`src/rtl/seg_xlat_pkg.sv`:
```
package seg_xlat_pkg;
   typedef enum logic [2:0] {
      FLT_NONE    = 3'd0,
      FLT_RANGE   = 3'd1,
      FLT_ABSENT  = 3'd2,
      FLT_LENGTH  = 3'd3,
      FLT_RIGHTS  = 3'd4
   } fault_e;

   typedef enum logic [1:0] {
      ACC_READ  = 2'd0,
      ACC_WRITE = 2'd1,
      ACC_EXEC  = 2'd2,
      ACC_RSVD  = 2'd3
   } access_e;

   localparam int RIGHT_R = 0;
   localparam int RIGHT_W = 1;
   localparam int RIGHT_X = 2;
endpackage

```
`src/rtl/seg_desc_table.sv`:
```
module seg_desc_table #(
   parameter int NUM_SEG = 16,
   parameter int SEG_W   = 4,
   parameter int OFF_W   = 10,
   parameter int PA_W    = 16
) (
   input  logic               clk,
   input  logic               rst_n,
   input  logic               wr_en_i,
   input  logic               wr_cnt_i,
   input  logic [SEG_W-1:0]   wr_idx_i,
   input  logic [PA_W-1:0]    wr_base_i,
   input  logic [OFF_W:0]     wr_lim_i,
   input  logic               wr_valid_i,
   input  logic [2:0]         wr_perm_i,
   input  logic [SEG_W:0]     wr_cnt_val_i,
   input  logic [SEG_W-1:0]   rd_idx_i,
   output logic [PA_W-1:0]    rd_base_o,
   output logic [OFF_W:0]     rd_lim_o,
   output logic               rd_valid_o,
   output logic [2:0]         rd_perm_o,
   output logic [SEG_W:0]     cnt_o
);
   localparam int CNT_W = SEG_W + 1;
   localparam logic [CNT_W-1:0] CNT_MAX = CNT_W'(NUM_SEG);

   logic [PA_W-1:0] base_a  [NUM_SEG];
   logic [OFF_W:0]  lim_a   [NUM_SEG];
   logic            valid_a [NUM_SEG];
   logic [2:0]      perm_a  [NUM_SEG];
   logic [CNT_W-1:0] cnt_q;

   for (genvar e = 0; e < NUM_SEG; e++) begin : g_ent
      logic [PA_W-1:0] base_q;
      logic [OFF_W:0]  lim_q;
      logic            valid_q;
      logic [2:0]      perm_q;
      logic            hit;
      assign hit = wr_en_i && !wr_cnt_i && (wr_idx_i == SEG_W'(e));
      always_ff @(posedge clk) begin
         if (!rst_n) begin
            base_q  <= '0;
            lim_q   <= '0;
            valid_q <= 1'b0;
            perm_q  <= '0;
         end else if (hit) begin
            base_q  <= wr_base_i;
            lim_q   <= wr_lim_i;
            valid_q <= wr_valid_i;
            perm_q  <= wr_perm_i;
         end
      end
      assign base_a[e]  = base_q;
      assign lim_a[e]   = lim_q;
      assign valid_a[e] = valid_q;
      assign perm_a[e]  = perm_q;
   end

   always_ff @(posedge clk) begin
      if (!rst_n)
         cnt_q <= '0;
      else if (wr_en_i && wr_cnt_i)
         cnt_q <= (wr_cnt_val_i > CNT_MAX) ? CNT_MAX : wr_cnt_val_i;
   end

   assign rd_base_o  = base_a[rd_idx_i];
   assign rd_lim_o   = lim_a[rd_idx_i];
   assign rd_valid_o = valid_a[rd_idx_i];
   assign rd_perm_o  = perm_a[rd_idx_i];
   assign cnt_o      = cnt_q;

   // the in-use count never exceeds the table size
   p_cnt_bound_r11: assert property (@(posedge clk) disable iff (!rst_n)
      cnt_q <= CNT_MAX);
endmodule

```
`src/rtl/seg_rule_chk.sv`:
```
module seg_rule_chk
   import seg_xlat_pkg::*;
#(
   parameter int SEG_W = 4,
   parameter int OFF_W = 10,
   parameter int PA_W  = 16
) (
   input  logic [SEG_W-1:0] seg_i,
   input  logic [OFF_W-1:0] off_i,
   input  logic [1:0]       acc_i,
   input  logic [SEG_W:0]   cnt_i,
   input  logic [PA_W-1:0]  base_i,
   input  logic [OFF_W:0]   lim_i,
   input  logic             valid_i,
   input  logic [2:0]       perm_i,
   output fault_e           fault_o,
   output logic [PA_W-1:0]  sum_o
);
   logic rights_ok;

   always_comb begin
      unique case (access_e'(acc_i))
         ACC_READ:  rights_ok = perm_i[RIGHT_R];
         ACC_WRITE: rights_ok = perm_i[RIGHT_W];
         ACC_EXEC:  rights_ok = perm_i[RIGHT_X];
         default:   rights_ok = 1'b0;
      endcase
   end

   always_comb begin
      if ({1'b0, seg_i} >= cnt_i)       fault_o = FLT_RANGE;
      else if (!valid_i)                fault_o = FLT_ABSENT;
      else if ({1'b0, off_i} >= lim_i)  fault_o = FLT_LENGTH;
      else if (!rights_ok)              fault_o = FLT_RIGHTS;
      else                              fault_o = FLT_NONE;
   end

   assign sum_o = base_i + PA_W'(off_i);
endmodule

```
`src/rtl/seg_xlat_unit.sv`:
```
module seg_xlat_unit
   import seg_xlat_pkg::*;
#(
   parameter int NUM_SEG = 16,
   parameter int OFF_W   = 10,
   parameter int PA_W    = 16,
   localparam int SEG_W  = $clog2(NUM_SEG)
) (
   input  logic               clk,
   input  logic               rst_n,
   input  logic               req_i,
   input  logic [SEG_W-1:0]   seg_i,
   input  logic [OFF_W-1:0]   off_i,
   input  logic [1:0]         acc_i,
   output logic               done_o,
   output logic [PA_W-1:0]    paddr_o,
   output logic [2:0]         fault_o,
   input  logic               wr_en_i,
   input  logic               wr_cnt_i,
   input  logic [SEG_W-1:0]   wr_idx_i,
   input  logic [PA_W-1:0]    wr_base_i,
   input  logic [OFF_W:0]     wr_lim_i,
   input  logic               wr_valid_i,
   input  logic [2:0]         wr_perm_i,
   input  logic [SEG_W:0]     wr_cnt_val_i
);
   if (NUM_SEG < 2 || (1 << SEG_W) != NUM_SEG) begin : g_bad_num
      $error("NUM_SEG must be a power of two of at least 2");
   end
   if (PA_W < OFF_W) begin : g_bad_pa
      $error("PA_W must be at least OFF_W");
   end

   logic [PA_W-1:0] t_base;
   logic [OFF_W:0]  t_lim;
   logic            t_valid;
   logic [2:0]      t_perm;
   logic [SEG_W:0]  t_cnt;
   fault_e          c_fault;
   logic [PA_W-1:0] c_sum;

   seg_desc_table #(.NUM_SEG(NUM_SEG), .SEG_W(SEG_W), .OFF_W(OFF_W), .PA_W(PA_W)) u_table (
      .clk(clk), .rst_n(rst_n),
      .wr_en_i(wr_en_i), .wr_cnt_i(wr_cnt_i), .wr_idx_i(wr_idx_i),
      .wr_base_i(wr_base_i), .wr_lim_i(wr_lim_i), .wr_valid_i(wr_valid_i),
      .wr_perm_i(wr_perm_i), .wr_cnt_val_i(wr_cnt_val_i),
      .rd_idx_i(seg_i), .rd_base_o(t_base), .rd_lim_o(t_lim),
      .rd_valid_o(t_valid), .rd_perm_o(t_perm), .cnt_o(t_cnt)
   );

   seg_rule_chk #(.SEG_W(SEG_W), .OFF_W(OFF_W), .PA_W(PA_W)) u_rules (
      .seg_i(seg_i), .off_i(off_i), .acc_i(acc_i), .cnt_i(t_cnt),
      .base_i(t_base), .lim_i(t_lim), .valid_i(t_valid), .perm_i(t_perm),
      .fault_o(c_fault), .sum_o(c_sum)
   );

   always_ff @(posedge clk) begin
      if (!rst_n) begin
         done_o  <= 1'b0;
         paddr_o <= '0;
         fault_o <= '0;
      end else begin
         done_o  <= req_i;
         fault_o <= req_i ? c_fault : FLT_NONE;
         paddr_o <= (req_i && c_fault == FLT_NONE) ? c_sum : '0;
      end
   end

   // a request yields done in the following cycle
   p_done_lat_r2: assert property (@(posedge clk) disable iff (!rst_n)
      req_i |=> done_o);
   // no request, no result strobe
   p_no_spur_r2: assert property (@(posedge clk) disable iff (!rst_n)
      !req_i |=> !done_o);
   // outputs stay quiet between results
   p_quiet_r2: assert property (@(posedge clk) disable iff (!rst_n)
      !done_o |-> (paddr_o == '0 && fault_o == '0));
   // a faulting result carries no address
   p_fault_zero_r9: assert property (@(posedge clk) disable iff (!rst_n)
      (done_o && fault_o != '0) |-> paddr_o == '0);
   // out-of-range segment against the live count reports the range code
   p_range_r3: assert property (@(posedge clk) disable iff (!rst_n)
      (req_i && ({1'b0, seg_i} >= t_cnt)) |=> fault_o == 3'd1);
endmodule

```
`config.mk`:
```
export PLATFORM = sky130hd
export DESIGN_NAME = seg_xlat_unit
export DESIGN_NICKNAME = d
export VERILOG_FILES = /design/src/rtl/seg_xlat_pkg.sv /design/src/rtl/seg_desc_table.sv /design/src/rtl/seg_rule_chk.sv /design/src/rtl/seg_xlat_unit.sv
export SDC_FILE = /design/constraint.sdc
export NUM_CORES = 1
export LEC_CHECK = 0
export BUFFER_PORTS_ARGS = -buffer_cell sky130_fd_sc_hd__buf_2
export CAP_MARGIN = 25
export CORE_AREA = 2 2 199 201
export DETAILED_ROUTE_END_ITERATION = 10
export DIE_AREA = 0 0 201 203
export PLACE_DENSITY = 0.76
export SLEW_MARGIN = 20
export SYNTH_ARGS = -nofsm -noshare
export SYNTH_HDL_FRONTEND = slang
export SYNTH_SLANG_ARGS = --single-unit
export TNS_END_PERCENT = 1
```
`constraint.sdc`:
```
create_clock -name clk -period 6 [get_ports clk]
set_clock_uncertainty 0.15 [all_clocks]
set_input_delay 0.3 -clock clk [delete_from_list [all_inputs] [get_ports clk]]
set_output_delay 0.3 -clock clk [all_outputs]
set_load 0.05 [all_outputs]
```
# After elaboration in Yosys (flattened, before gate mapping)

Cells that the tools add are included.

Output and inout port bits: 20
Register bits: 521
Word-level logic and storage cells: 134

Equal/unequal tests: 17
Add/subtract/negate cells: 1
Bitwise gates (word level): 1
Order comparisons: 4
Reduce and logical (&&, ||, !) cells: 25
Mux-type cells: 18

Operators by type and width:

| operator                                                         | number |
|---|---|
| 16-bit binary-select mux with 4-bit select                       | 1 |
| 11-bit binary-select mux with 4-bit select                       | 1 |
| 4-bit == test (second input constant)                            | 8 |
| 16-bit 2-to-1 mux                                                | 2 |
| 11-bit 2-to-1 mux                                                | 2 |
| 1-bit logical AND                                                | 19 |
| 3-bit 2-to-1 mux                                                 | 6 |
| 16-bit by 10-bit adder with 16-bit output                        | 1 |
| 4-bit by 3-bit == test with 1-bit output (second input constant) | 4 |
| 3-bit binary-select mux with 4-bit select                        | 1 |
| 10-bit by 11-bit greater-or-equal comparator with 1-bit output   | 1 |
| 4-bit by 2-bit == test with 1-bit output (second input constant) | 2 |
| 4-bit by 5-bit greater-or-equal comparator with 1-bit output     | 1 |
| 5-bit greater-or-equal comparator (second input constant)        | 1 |
| 5-bit > comparator (second input constant)                       | 1 |
| 5-bit 2-to-1 mux                                                 | 1 |
| 4-bit inverter with 5-bit output                                 | 1 |
| 1-bit binary-select mux with 4-bit select                        | 1 |
| 4-bit by 1-bit == test with 1-bit output (second input constant) | 1 |
| 4-bit logical NOT                                                | 1 |
| 2-bit AND reduction                                              | 2 |
| 3-bit logical NOT                                                | 1 |
| 1-bit case mux with 3 select lines                               | 1 |
| 2-bit by 1-bit == test with 1-bit output (second input constant) | 1 |
| 4 further kinds                                                  | 5 |

# Logic depth before layout (Yosys ltp)

Word-level depth: 12
Mapped depth: 17
Gate-level depth less buffers: 12

# Hierarchy

Synthesis repeated with hierarchy kept, for this count alone.

Cell total of the unflattened synthesis: 2,813
Area total of the unflattened synthesis: 25,605.8 µm²

By module, submodules not included:

| module         | times used | cells an instance | sequential area each (µm²) | area each (µm²) |
|---|---|---|---|---|
| seg_desc_table | 1          | 2,619             | 10,029.6                   | 23,846.6 |
| seg_rule_chk   | 1          | 145               | 0.0                        | 1,056.0 |
| seg_xlat_unit  | 1          | 49                | 400.4                      | 703.2 |

# Worst setup path before layout

OpenSTA, ideal clock, no wires.

Path type: input port to flip-flop
From: input port seg_i[0]
To: register paddr_o[15]
Arrival time: 4.022 ns
Stages on the path: 15
Library setup time: 0.078 ns
Path buffers: 5
Slack: 1.751 ns
Path through: buf_6 -> buf_4 -> buf_4 -> buf_2 -> buf_2 -> mux4_2 -> mux4_2 -> ha_1 -> nand3_1 -> o211ai_1 -> or4_1 -> a311oi_1 -> nor4_1 -> xor2_1 -> nor3_1

Word-level cells in the longest chain between the ends: 12
Elaborated cells on any way between the ends: 24
Those cells by class: add/sub: 1; order compare: 2; mux: 17; bitwise: 1; reduce/logical: 3

RTL lines:

| what                                                                                                    | line                | text |
|---|---|---|
| start, declared                                                                                         | seg_xlat_unit.sv:12 | `input logic [SEG_W-1:0] seg_i,` |
| branches (longest 12 deep; another with 10-bit by 11-bit greater-or-equal comparator with 1-bit output) | -                   |  |
| end signal, assigned                                                                                    | seg_xlat_unit.sv:65 | `paddr_o <= (req_i && c_fault == FLT_NONE) ? c_sum : '0;` |
| end, declared                                                                                           | seg_xlat_unit.sv:16 | `output logic [PA_W-1:0] paddr_o,` |

Parallel ways; which one is timed is not known. The select of a mux whose other input is x is not followed.
A chain may end at the register's enable or synchronous reset.

# Final worst setup path

From: input port seg_i[0]
To: register paddr_o[11]

Same word-level chain as after synthesis.

==> flow_metrics.tcl <==
set metrics [dict create \
    rsz0062_at_grt "no" \
    setup_tns_ns 0 \
    drc 0 \
    wl_met3_mm 9.726 \
    clock_latency_ns 0.61 \
    crit_fanout 43 \
    fp.dieH_um 203 \
    num_io_pins 81 \
    drtIter0Drc 2582 \
    post_cts_buffers 0 \
    cts_tree "built" \
    hold_viol_final 0 \
    grt_pass1_wl_mm 116.1 \
    clockBufferDepth 3 \
    core-area_mm2 0.03847 \
    htreeDepth 2 \
    required_ns 6.31 \
    synthArstFlopShare_pct 0 \
    startpoint_type "input port" \
    dr_wl_met2_mm 33.90 \
    wl_met1_mm 29.43 \
    wl_per_cell_um 24.16 \
    firstDrtPassIters 6 \
    avgViaCountPerCell 6.323 \
    clk_pin_slew_ns 0.06 \
    synth_area_mm2 0.02373 \
    cts_root_buf "clkbuf_16" \
    antenna_found_initial 12 \
    routabilityCongestion 0.8725 \
    synth_edf_count 0 \
    fin_ws_ns 2.003 \
    overflow 0 \
    final_layout_size_suffix_gt1_share_pct 14.77 \
    worstMarginPinSlew_ns 1.468 \
    postSynthCellCount 2647 \
    routed.top_layer "met5" \
    cts.sinks 521 \
    numCtsBuffers 53 \
    rows 72 \
    routed_wl_mm 76.98 \
    critical_path_class "input port to flip-flop" \
    endpoint_kind "flip-flop" \
    placed_cell_area_mm2 0.02435 \
    dpl.hpwl_mm 45.88 \
    syn_to_final_growth_pct 12.29 \
    dp.cells 3043 \
    die_w_um 201 \
    synth-seq-cells 521 \
    ys_seq_area_share_pct 43.95 \
    vdd_drop_max_uv 263.0 \
    cap_viol_max_count 0 \
    grt.total_usage_pct 37.49 \
    setup-violations-final 0 \
    outcome "complete, no violations" \
    power_mw 7.524 \
    portBuffers 80 \
    avgSynthCellArea_um2 8.965 \
    multi_input_area_mm2 0.01234 \
    drv_slew 0 \
    hold_path_class "input port to flip-flop" \
    register_area_mm2 0.01043 \
    via_count 20150 \
    post-route-min-period_ns 3.997 \
    synth_cell_types 49 \
    num-nets-final 2706 \
    synthFlopType "dfxtp_1" \
    fmax_mhz 250.2 \
    fin_cells 3187 \
    die_area_mm2 0.04080 \
    grt_pass1_vias 19640 \
    initial_core_util_pct 61.69 \
    stdcell_area_mm2 0.02665 \
    p_leak_nw 8.826 \
    dp_slack_ns 1.432 \
    syn_nets 2733 \
    powerDensity_mw_per_mm2 282.3 \
    cp.arrival_ns 4.30 \
    relSlewSlack_pct 2.135 \
    ant_nets 0 \
    num-fill-cells 2894 \
    timing.final.crit_share_pct 66.62 \
    grt_max_degree 289 \
    yosysWarnings 0 \
]
## synth_stat cells, types with 3 or more instances
master    count  area share, %
a211oi_1      4           0.13
a21boi_0    497             16
a21o_1        3          0.095
a21oi_1      14           0.30
a221oi_1      3           0.11
a22o_1        3           0.11
a22oi_1       6           0.19
and2_1        3          0.079
buf_2        14           0.30
buf_4         3          0.095
buf_6         3           0.14
clkbuf_1    232            3.7
dfxtp_1     521             44
ha_1         24            1.3
inv_1        21           0.33
mux2i_1       3           0.13
mux4_2      147             14
nand2_1    1023             16
nand2b_1      7           0.18
nand3_1       9           0.19
nor2_1       20           0.32
nor2b_1      14           0.37
nor3_1       22           0.46
nor3b_1       5           0.16
nor4_1        3          0.079
o211ai_1      3          0.095
o21a_1        3          0.095
o21ai_0       3          0.063
xnor2_1       6           0.22
xor2_1        7           0.26
## path summary, 6_finish.rpt
kind         cells after the start                         from                     endpoint  slack (ns)
min reg2reg                      2  u_table.g_ent[15].base_q[3]  u_table.g_ent[15].base_q[3]        0.31
max                             12                     seg_i[0]                  paddr_o[11]        2.00
max reg2reg                     10    u_table.g_ent[3].lim_q[0]                   paddr_o[2]        2.02
min                              4                     off_i[6]                   paddr_o[6]        0.11
## layout make-up
type	count	area share, %
multi-input combinational	1850	46.32
sequential	521	39.14
clock buffer	79	5.945
timing repair buffer	172	4.695
tap	518	2.432
clock inverter	17	1.080
inverter	22	0.3099
antenna	8	0.07513
## registers in the layout (all words and copies together), names as in the netlist
signal / cells
u_table.g_ent.base_q: 256
u_table.cnt_o: 5
u_table.g_ent.perm_q: 48
u_table.g_ent.lim_q: 176
fault_o: 3
paddr_o: 16
u_table.g_ent.valid_q: 16
done_o: 1
## per-layer routing
layer,up-vias,track usage [%]
met5,-,0
li1,8816,-
met1,9749,49.31
met3,291,9.920
met4,10,18.54
met2,1285,57.54
## worst max-delay path, stage by stage
cell      delay, ns
clkbuf_8       0.44
buf_12         0.40
mux4_2         0.55
mux4_2         0.58
ha_1           0.32
a21oi_1        0.21
o211ai_1       0.16
or4_1          0.49
a311oi_1       0.39
nor2_1         0.12
xnor2_1        0.23
nor3_1         0.06
## metrics by stage
step	util (%)	hold WS (ns)
final	69.27	0.1129
after global routing	69.24	0.1008
after CTS	69.19	0.08309
after detailed placement	63.31	0.3058
after global placement	63.24	0.2972
after floorplan	-	0.2902
## power by group
part	internal, mW	switching [mW]
clock	2.16	1.41
sequential	3.49	0.0139
combinational	0.172	0.287
total	5.82	1.71
## cells in the final DEF (no fill, tap or decap), drive strengths merged, types with 22 or more instances in the layout
cell type / instances
a21boi: 497
clkbuf: 80
buf: 132
dlygate4sd3: 39
nand2: 1023
dfxtp: 521
mux4: 147
nor3: 22
inv: 22
ha: 24
## cells by family after synthesis
logic type / synth area share, %
buffers and inverters: 4.582
multiplexers: 14.13
flip-flops: 43.95
AO/OA/AOI/OAI: 17.32
XOR/XNOR: 0.4798
adder cells (fa/ha/maj): 1.350
AND/OR/NAND/NOR: 18.20
## repair_timing
item | in CTS | in global routing
hold buffers | 39 | 0
hold endpoints to repair | 497 | 0
gates resized for setup | 0 | 0
Power figures use the tool's default switching activity.
